[src/rtl/vlat_pipe.sv]
module vlat_pipe #(
  parameter int XLEN       = 32,
  parameter int IMEM_DEPTH = 32,
  parameter int MUL_LAT    = 3,
  parameter int DIV_LAT    = 6,
  parameter int CW         = 16,
  localparam int IAW       = $clog2(IMEM_DEPTH),
  localparam int MAXLAT    = (MUL_LAT > DIV_LAT) ? MUL_LAT : DIV_LAT,
  localparam int LATW      = $clog2(MAXLAT + 1)
) (
  input  logic            clk,
  input  logic            rst_n,
  input  logic            ld_we,
  input  logic            ld_rf,
  input  logic [IAW-1:0]  ld_addr,
  input  logic [XLEN-1:0] ld_data,
  input  logic            start,
  input  logic [IAW:0]    n_instr,
  input  logic [3:0]      rd_addr,
  output logic [XLEN-1:0] rd_data,
  output logic            busy,
  output logic            done,
  output logic [IAW:0]    retired,
  output logic [CW-1:0]   cycles
);

  logic [15:0]     imem [IMEM_DEPTH];
  logic [XLEN-1:0] rf   [16];

  logic [IAW:0]    pc, n_q;
  logic            fd_v, of_v, ex_v, wb_v;
  logic [15:0]     fd_ir, of_ir;
  logic [1:0]      ex_op;
  logic [3:0]      ex_rd, wb_rd;
  logic [XLEN-1:0] ex_a, ex_b, wb_res, alu;
  logic [LATW-1:0] ex_rem;

  wire [3:0] of_ra = of_ir[7:4];
  wire [3:0] of_rb = of_ir[3:0];

  wire ex_last  = ex_v && (ex_rem == LATW'(1));
  wire ex_hold  = ex_v && !ex_last;
  wire raw_hold = of_v && ex_v && (ex_rd == of_ra || ex_rd == of_rb);
  wire adv      = !ex_hold && !raw_hold;
  wire fetch    = busy && (pc < n_q);

  assign rd_data = rf[rd_addr];

  function automatic logic [LATW-1:0] lat_of(input logic [1:0] op);
    case (op)
      2'b10:   return LATW'(MUL_LAT);
      2'b11:   return LATW'(DIV_LAT);
      default: return LATW'(1);
    endcase
  endfunction

  function automatic logic [XLEN-1:0] opnd(input logic [3:0] r);
    return (wb_v && wb_rd == r) ? wb_res : rf[r];
  endfunction

  always_comb begin
    case (ex_op)
      2'b00:   alu = ex_a + ex_b;
      2'b01:   alu = ex_a - ex_b;
      2'b10:   alu = ex_a * ex_b;
      default: alu = (ex_b == '0) ? '1 : ex_a / ex_b;
    endcase
  end

  always_ff @(posedge clk) begin
    if (ld_we && !ld_rf && !busy) imem[ld_addr] <= ld_data[15:0];
  end

  always_ff @(posedge clk) begin
    if (wb_v) rf[wb_rd] <= wb_res;
    else if (ld_we && ld_rf && !busy) rf[ld_addr[3:0]] <= ld_data;
  end

  always_ff @(posedge clk or negedge rst_n) begin
    if (!rst_n) begin
      busy <= 1'b0; done <= 1'b0; pc <= '0; n_q <= '0;
      retired <= '0; cycles <= '0;
      fd_v <= 1'b0; of_v <= 1'b0; ex_v <= 1'b0; wb_v <= 1'b0;
      fd_ir <= '0; of_ir <= '0;
      ex_op <= '0; ex_rd <= '0; ex_a <= '0; ex_b <= '0; ex_rem <= '0;
      wb_rd <= '0; wb_res <= '0;
    end else if (start && !busy) begin
      busy    <= (n_instr != '0);
      done    <= (n_instr == '0);
      pc      <= '0;
      n_q     <= n_instr;
      retired <= '0;
      cycles  <= '0;
      fd_v <= 1'b0; of_v <= 1'b0; ex_v <= 1'b0; wb_v <= 1'b0;
    end else if (busy) begin
      cycles <= cycles + 1'b1;
      if (adv) begin
        fd_v  <= fetch;
        fd_ir <= imem[pc[IAW-1:0]];
        if (fetch) pc <= pc + 1'b1;
        of_v  <= fd_v;
        of_ir <= fd_ir;
      end
      if (ex_hold) begin
        ex_rem <= ex_rem - 1'b1;
      end else if (adv) begin
        ex_v   <= of_v;
        ex_op  <= of_ir[15:14];
        ex_rd  <= of_ir[11:8];
        ex_a   <= opnd(of_ra);
        ex_b   <= opnd(of_rb);
        ex_rem <= lat_of(of_ir[15:14]);
      end else begin
        ex_v <= 1'b0;
      end
      wb_v   <= ex_last;
      wb_rd  <= ex_rd;
      wb_res <= alu;
      if (wb_v) begin
        retired <= retired + 1'b1;
        if (retired + 1'b1 == n_q) begin
          busy <= 1'b0;
          done <= 1'b1;
        end
      end
    end
  end

endmodule

[config.mk]
export PLATFORM = sky130hd
export DESIGN_NAME = vlat_pipe
export DESIGN_NICKNAME = d
export VERILOG_FILES = /design/src/rtl/vlat_pipe.sv
export SDC_FILE = /design/constraint.sdc
export NUM_CORES = 2
export LEC_CHECK = 0
export ABC_AREA = 1
export ABC_CLOCK_PERIOD_IN_PS = 98600
export BUFFER_PORTS_ARGS = -buffer_cell sky130_fd_sc_hd__buf_2
export CELL_PAD_IN_SITES_DETAIL_PLACEMENT = 1
export CELL_PAD_IN_SITES_GLOBAL_PLACEMENT = 1
export CORE_ASPECT_RATIO = 0.6
export CORE_MARGIN = 2
export CORE_UTILIZATION = 50
export CTS_CLUSTER_SIZE = 24
export DETAILED_ROUTE_END_ITERATION = 10
export PLACE_DENSITY = 0.89
export SYNTH_ARGS = -nofsm -noshare
export SYNTH_HDL_FRONTEND = slang
export SYNTH_SLANG_ARGS = --single-unit
[constraint.sdc]
create_clock -name clk -period 98.6 [get_ports clk]
set_input_delay 19.72 -clock clk [delete_from_list [all_inputs] [get_ports clk]]
set_output_delay 19.72 -clock clk [all_outputs]
set_load 0.02 [all_outputs]
* Word-level counts from Yosys, hierarchy flattened *
Memory sizes are Yosys's and may differ from the RTL's. A register that Yosys moved wholly into a read port is not among the register bits.
Cells that the tools add are included.

cells by class
  add/subtract/negate cells = 6
  $mul = 1
  div/mod/pow operators = 1
  magnitude comparators = 1
  equality and inequality tests = 9
  shift-type cells = 0
  multiplexer cells = 44
  bitwise gates (word level) = 2
  reduce and logical (&&, ||, !) cells = 40

operators with widths
  kind                                                             number
  32-bit case mux with 3 select lines                              1
  32-bit 2-to-1 mux                                                2
  6-bit 2-to-1 mux                                                 7
  32-bit adder                                                     1
  32-bit by 32-bit divider with 32-bit output                      1
  32-bit zero test                                                 1
  32-bit by 32-bit multiplier with 32-bit output                   1
  16-bit 2-to-1 mux                                                2
  32-bit OR reduction                                              1
  32-bit subtractor                                                1
  1-bit 2-to-1 mux                                                 28
  16-bit by 1-bit adder with 16-bit output, second input constant  1
  6-bit by 1-bit adder with 6-bit output, second input constant    2
  3-bit AND reduction                                              4
  2-bit nonzero test                                               6
  1-bit logical AND                                                11
  4-bit equality test                                              2
  1-bit zero test                                                  8
  2-bit AND reduction                                              4
  2-bit equality test, second input constant                       3
  6-bit equality test                                              1
  6-bit zero test                                                  1
  6-bit less-than comparator                                       1
  3-bit 2-to-1 mux                                                 2
  other kinds (11)                                                 12

word-level totals
  register bits = 101
  bits in latches = 0
  RAM bits = 1024
  bits in read-only memories = 0
  bits of input ports = 52
  output and inout bits = 56
  logic and storage cells = 122
  memories = 2

memories
  memory  depth  width  rd ports  clocked after Yosys merged registers in  wr ports  RTL line  source
  imem    32     16     1         1                                        1         27        logic [15:0] imem [IMEM_DEPTH];
  rf      16     32     3         2                                        1         28        logic [XLEN-1:0] rf [16];

* Longest topological paths before layout *
  word-level depth = 10
  mapped depth = 510
  gate-level depth less buffers = 502

* Worst setup path after synthesis *
Ideal clock, no wire load.

  path kind = register to register
  from = register ex_b[0], read port of rf
  to = register wb_res[0]
  setup time = 0.143 ns
  arrival time = 57.445 ns
  data required time = 98.457 ns
  slack = 41.012 ns
  stages on the path, launching flop included = 475
  path buffers = 11
  path through = dfrtp_1 > inv_1 > ha_1 > inv_1 > nor2_1 > nand2_1 > nor2_1 > nand2_1 > nor2_1 > nand2_1 > nand2_1 > nand2_1 > nand2_1 > ha_1 > nand2_1 > nor3_1 > nand2_1 > a21oi_2 > [... 439 more ...] > nand3_1 > o21ai_0 > inv_1 > ha_1 > a21oi_1 > o21ai_0 > a21oi_1 > o21bai_1 > a21oi_1 > nor2_1 > o21ai_0 > a21oi_1 > nor3_1 > o221ai_1 > nand2_1 > a21oi_1 > o41ai_1 > a22oi_1

on the way
  word-level cells in the longest chain between the ends = 3
  elaborated cells between the ends (all ways) = 7
  those cells by class = add/sub: 2; mul: 1; div: 1; mux: 2; reduce/logical: 1

RTL lines
  what                                                                                    RTL line  source
  from (decl)                                                                             35        logic [XLEN-1:0] ex_a, ex_b, wb_res, alu;
  32-bit by 32-bit divider with 32-bit output / 32-bit zero test (equally long branches)  66        default: alu = (ex_b == '0) ? '1 : ex_a / ex_b;
  32-bit 2-to-1 mux                                                                       66
  32-bit case mux with 3 select lines *                                                   62        case (ex_op)
  to (signal assigned)                                                                    118       wb_res <= alu;
  to (decl)                                                                               35

Mark *: on every way between the ends. The rest lies on a longest branch, timed or not.
A chain may end at the register's enable or synchronous reset.

* Worst setup path in the final report *
  from = register ex_b[26], read port of rf
  to = register wb_res[0]

on the way
  word-level cells in the longest chain between the ends = 3
  elaborated cells between the ends (all ways) = 4
  those cells by class = div: 1; mux: 2; reduce/logical: 1

RTL lines
  what                                                                                    RTL line
  32-bit by 32-bit divider with 32-bit output / 32-bit zero test (equally long branches)  66
  32-bit 2-to-1 mux *                                                                     66
  32-bit case mux with 3 select lines *                                                   62

Marks and branches as above.

==> flow_summary.ini <==
[run_status]
status = finished with violations
violations = DRC, capacitance limit, slew limit

[floorplanning]
die-area_um2 = 209300
die_h_um = 355.2
start_util_pct = 50.48
core_um2 = 203600
fp-row-count = 128
fp.dieW_um = 589.3
ioPinCount = 108

[layout]
mostFrequentLayoutCell = nand2_1
drive_gt1_share_pct = 7.479
final_cell_area_um2 = 109600
syn_to_final_growth_pct = 6.617
layout.cells.most_common_list = nand2_1, inv_1, o21ai_0
fin_nets = 14020

[setup_path]
cp_common_cell = nand2_1
slowest_stage = inv_1
crit_type = reg2reg
cp_max_fo = 37
start_kind = flop
endpoint_kind = flop
cp.required_ns = 99.25
rrSetupSlack_ns = 18.97
cp_data_arrival_time_ns = 80.28
max_stage_delay_ns = 1.09

[clock_network]
post_cts_resized = 0
cts_hold_buffers = 0
clock_sinks = 1137
cts-root-buf = clkbuf_16
cts_tree = done
cts_inserted_buffers = 112
cts_buffer_depth = 3
cts.htree.levels = 3
clock_latency_ns = 0.81
cts.reportedPaths.clkPinSlew_ns = 0.07
postCtsSetupBuffers = 0

[route]
vias = 103400
vias_per_cell = 6.586
wl_mm = 480.6
drt_pass1_iterations = 11
avgRoutedWirePerCell_um = 30.61
antenna_left = 0
drt-initial-drc-count = 14340
drc = 1

[global_route]
use_met3_pct = 14.81
grt_max_degree = 268
antenna_found_initial = 53
grt_overflow = 0
gr-max-usage-layer = met2
use_met2_pct = 63.36
grt_pass1_vias = 104300
grt.total_usage_pct = 44.78
grtUsageMet1_pct = 60.86
grt_pass1_wl_mm = 696.2

[sta]
relSlewSlack_pct = -6.182
period_share_pct = 80.76
hold_viol_final = 0
finalSetupViolations = 0
rsz0062_at_grt = false
setup-tns-final_ns = 0
fin_skew_ns = 0.09036
fmax_mhz = 12.56
fin_crit_ns = 79.63
maxSlewViolCount = 3
worst_pin_slew_ns = 1.576
layout_setup_ws_ns = 18.97

[synthesis]
ys_warn_count = 0
muxShareOfSynthArea_pct = 0.3507
ys_types = 97
synthFlopType = edfxtp_1
netlist_area_um2 = 102800
async_reset_ff_share_pct = 15.57
synth_top_family_by_area = compound AO/OA/AOI/OAI gates
synthCells = 13100
ys_ff_latch = 1137
synthSimpleGateAreaFrac_pct = 17.76
synth_edf_count = 960
synth-xor-area-share_pct = 3.904
yosys.area_share.adder_pct = 16.46
syn-num-nets = 14260
synth-compound-area-share_pct = 19.41
postSynthAreaPerCell_um2 = 7.843
yosysSeqAreaShare_pct = 32.37

[min_path]
hold_path_class = reg2reg

[flow_run]
drv_cap = 2

[place]
hpwl_mm = 339.7
port_buffers = 107
dpl_cell_area_um2 = 105600
place_ws_ns = 21.75
place_congestion = 1.032
==> layer usage <==
metal  routed length [µm]  share of wire, %  vias to the layer above
met5                  456             0.095                        -
met4                29390               6.1                       30
met3                68830                14                     1668
met2               193000                40                     7293
met1               188900                39                    50840
li1                     -                 -                    43570
==> worst max-delay path, delay by kind of cell (launching register included) <==
kind,cells,cell delay (ns)
XOR/XNOR,6,1.18
AO/OA/AOI/OAI,126,26.21
AND/OR/NAND/NOR,234,30.40
flip-flops,1,0.77
buffers and inverters,53,10.03
adder cells (fa/ha/maj),31,10.48
==> worst paths after layout <==
kind | startpoint | end | depth (start not counted)
max | ex_b[26]$_DFFE_PN0P_ | wb_res[0]$_DFFE_PN0P_ | 450
max reg2reg | ex_b[26]$_DFFE_PN0P_ | wb_res[0]$_DFFE_PN0P_ | 450
min | fd_ir[11]$_DFFE_PN0P_ | of_ir[11]$_DFFE_PN0P_ | 2
min reg2reg | fd_ir[11]$_DFFE_PN0P_ | of_ir[11]$_DFFE_PN0P_ | 2
max in group asynchronous | rst_n | ex_b[4]$_DFFE_PN0P_ | 3
min in group asynchronous | rst_n | pc[1]$_DFFE_PN0P_ | 1
==> flip-flops by register name, indices dropped and copies added, names as in the netlist <==
signal,cells
ex_op,2
fd_v,1
of_v,1
busy,1
ex_b,32
n_q,6
pc,6
done,1
retired,6
imem,448
rf,512
wb_v,1
wb_res,32
of_ir,14
ex_rd,4
wb_rd,4
ex_rem,3
ex_a,32
cycles,16
ex_v,1
fd_ir,14
==> layout make-up <==
type	count	area (µm²)
Clock inverter	72	844.6
Inverter	1845	6949
Multi-Input combinational cell	9421	59620
Timing Repair Buffer	343	2359
Fill cell	24950	94000
Sequential cell	1137	33300
Antenna cell	15	37.54
Tap cell	2730	3416
Clock buffer	138	3030
==> per-stage QoR <==
step	std cells	hold slack (ns)	util, %
after global routing	15690	0.5135	53.81
after detailed placement	15480	0.4639	51.90
after floorplan	13100	0.4418	-
after CTS	15690	0.4802	53.80
final	15700	0.4816	53.82
after global placement	15480	0.4588	51.90
==> kinds of logic (layout without fill, tap and decap cells) <==
group / Yosys count / count (layout)
DFF: 1137 / 1137
AOI/OAI and AO/OA: 3547 / 3547
xor gates and xnor gates: 458 / 458
other: 0 / 15
muxes: 36 / 36
adders and majority gates: 1106 / 1106
and+or+nand+nor: 4274 / 4274
buffers and inverters: 2543 / 2398
==> cells in the mapped netlist (61+ instances only) <==
master,instances,area share (%)
nand2_1,2518,9.2
o211ai_1,142,1.0
inv_1,1783,6.5
fa_1,409,8.0
xor2_1,291,2.5
nand3_2,78,0.76
xnor2_1,167,1.4
a21oi_1,1224,6.0
nor2_1,795,2.9
buf_1,69,0.25
o21ai_1,73,0.36
ha_1,697,8.5
nor3_1,87,0.42
a31oi_1,64,0.39
clkbuf_1,550,2.0
nand4_1,63,0.38
dfrtp_1,177,4.3
nand3_1,466,2.3
o21ai_0,1527,7.4
nand2_2,61,0.37
or2_2,64,0.39
edfxtp_1,960,28
o221ai_1,167,1.4
Power is left out: the tool's default activity adds up to more than one toggle a clock period on the data nets, which glitch-free logic cannot reach.
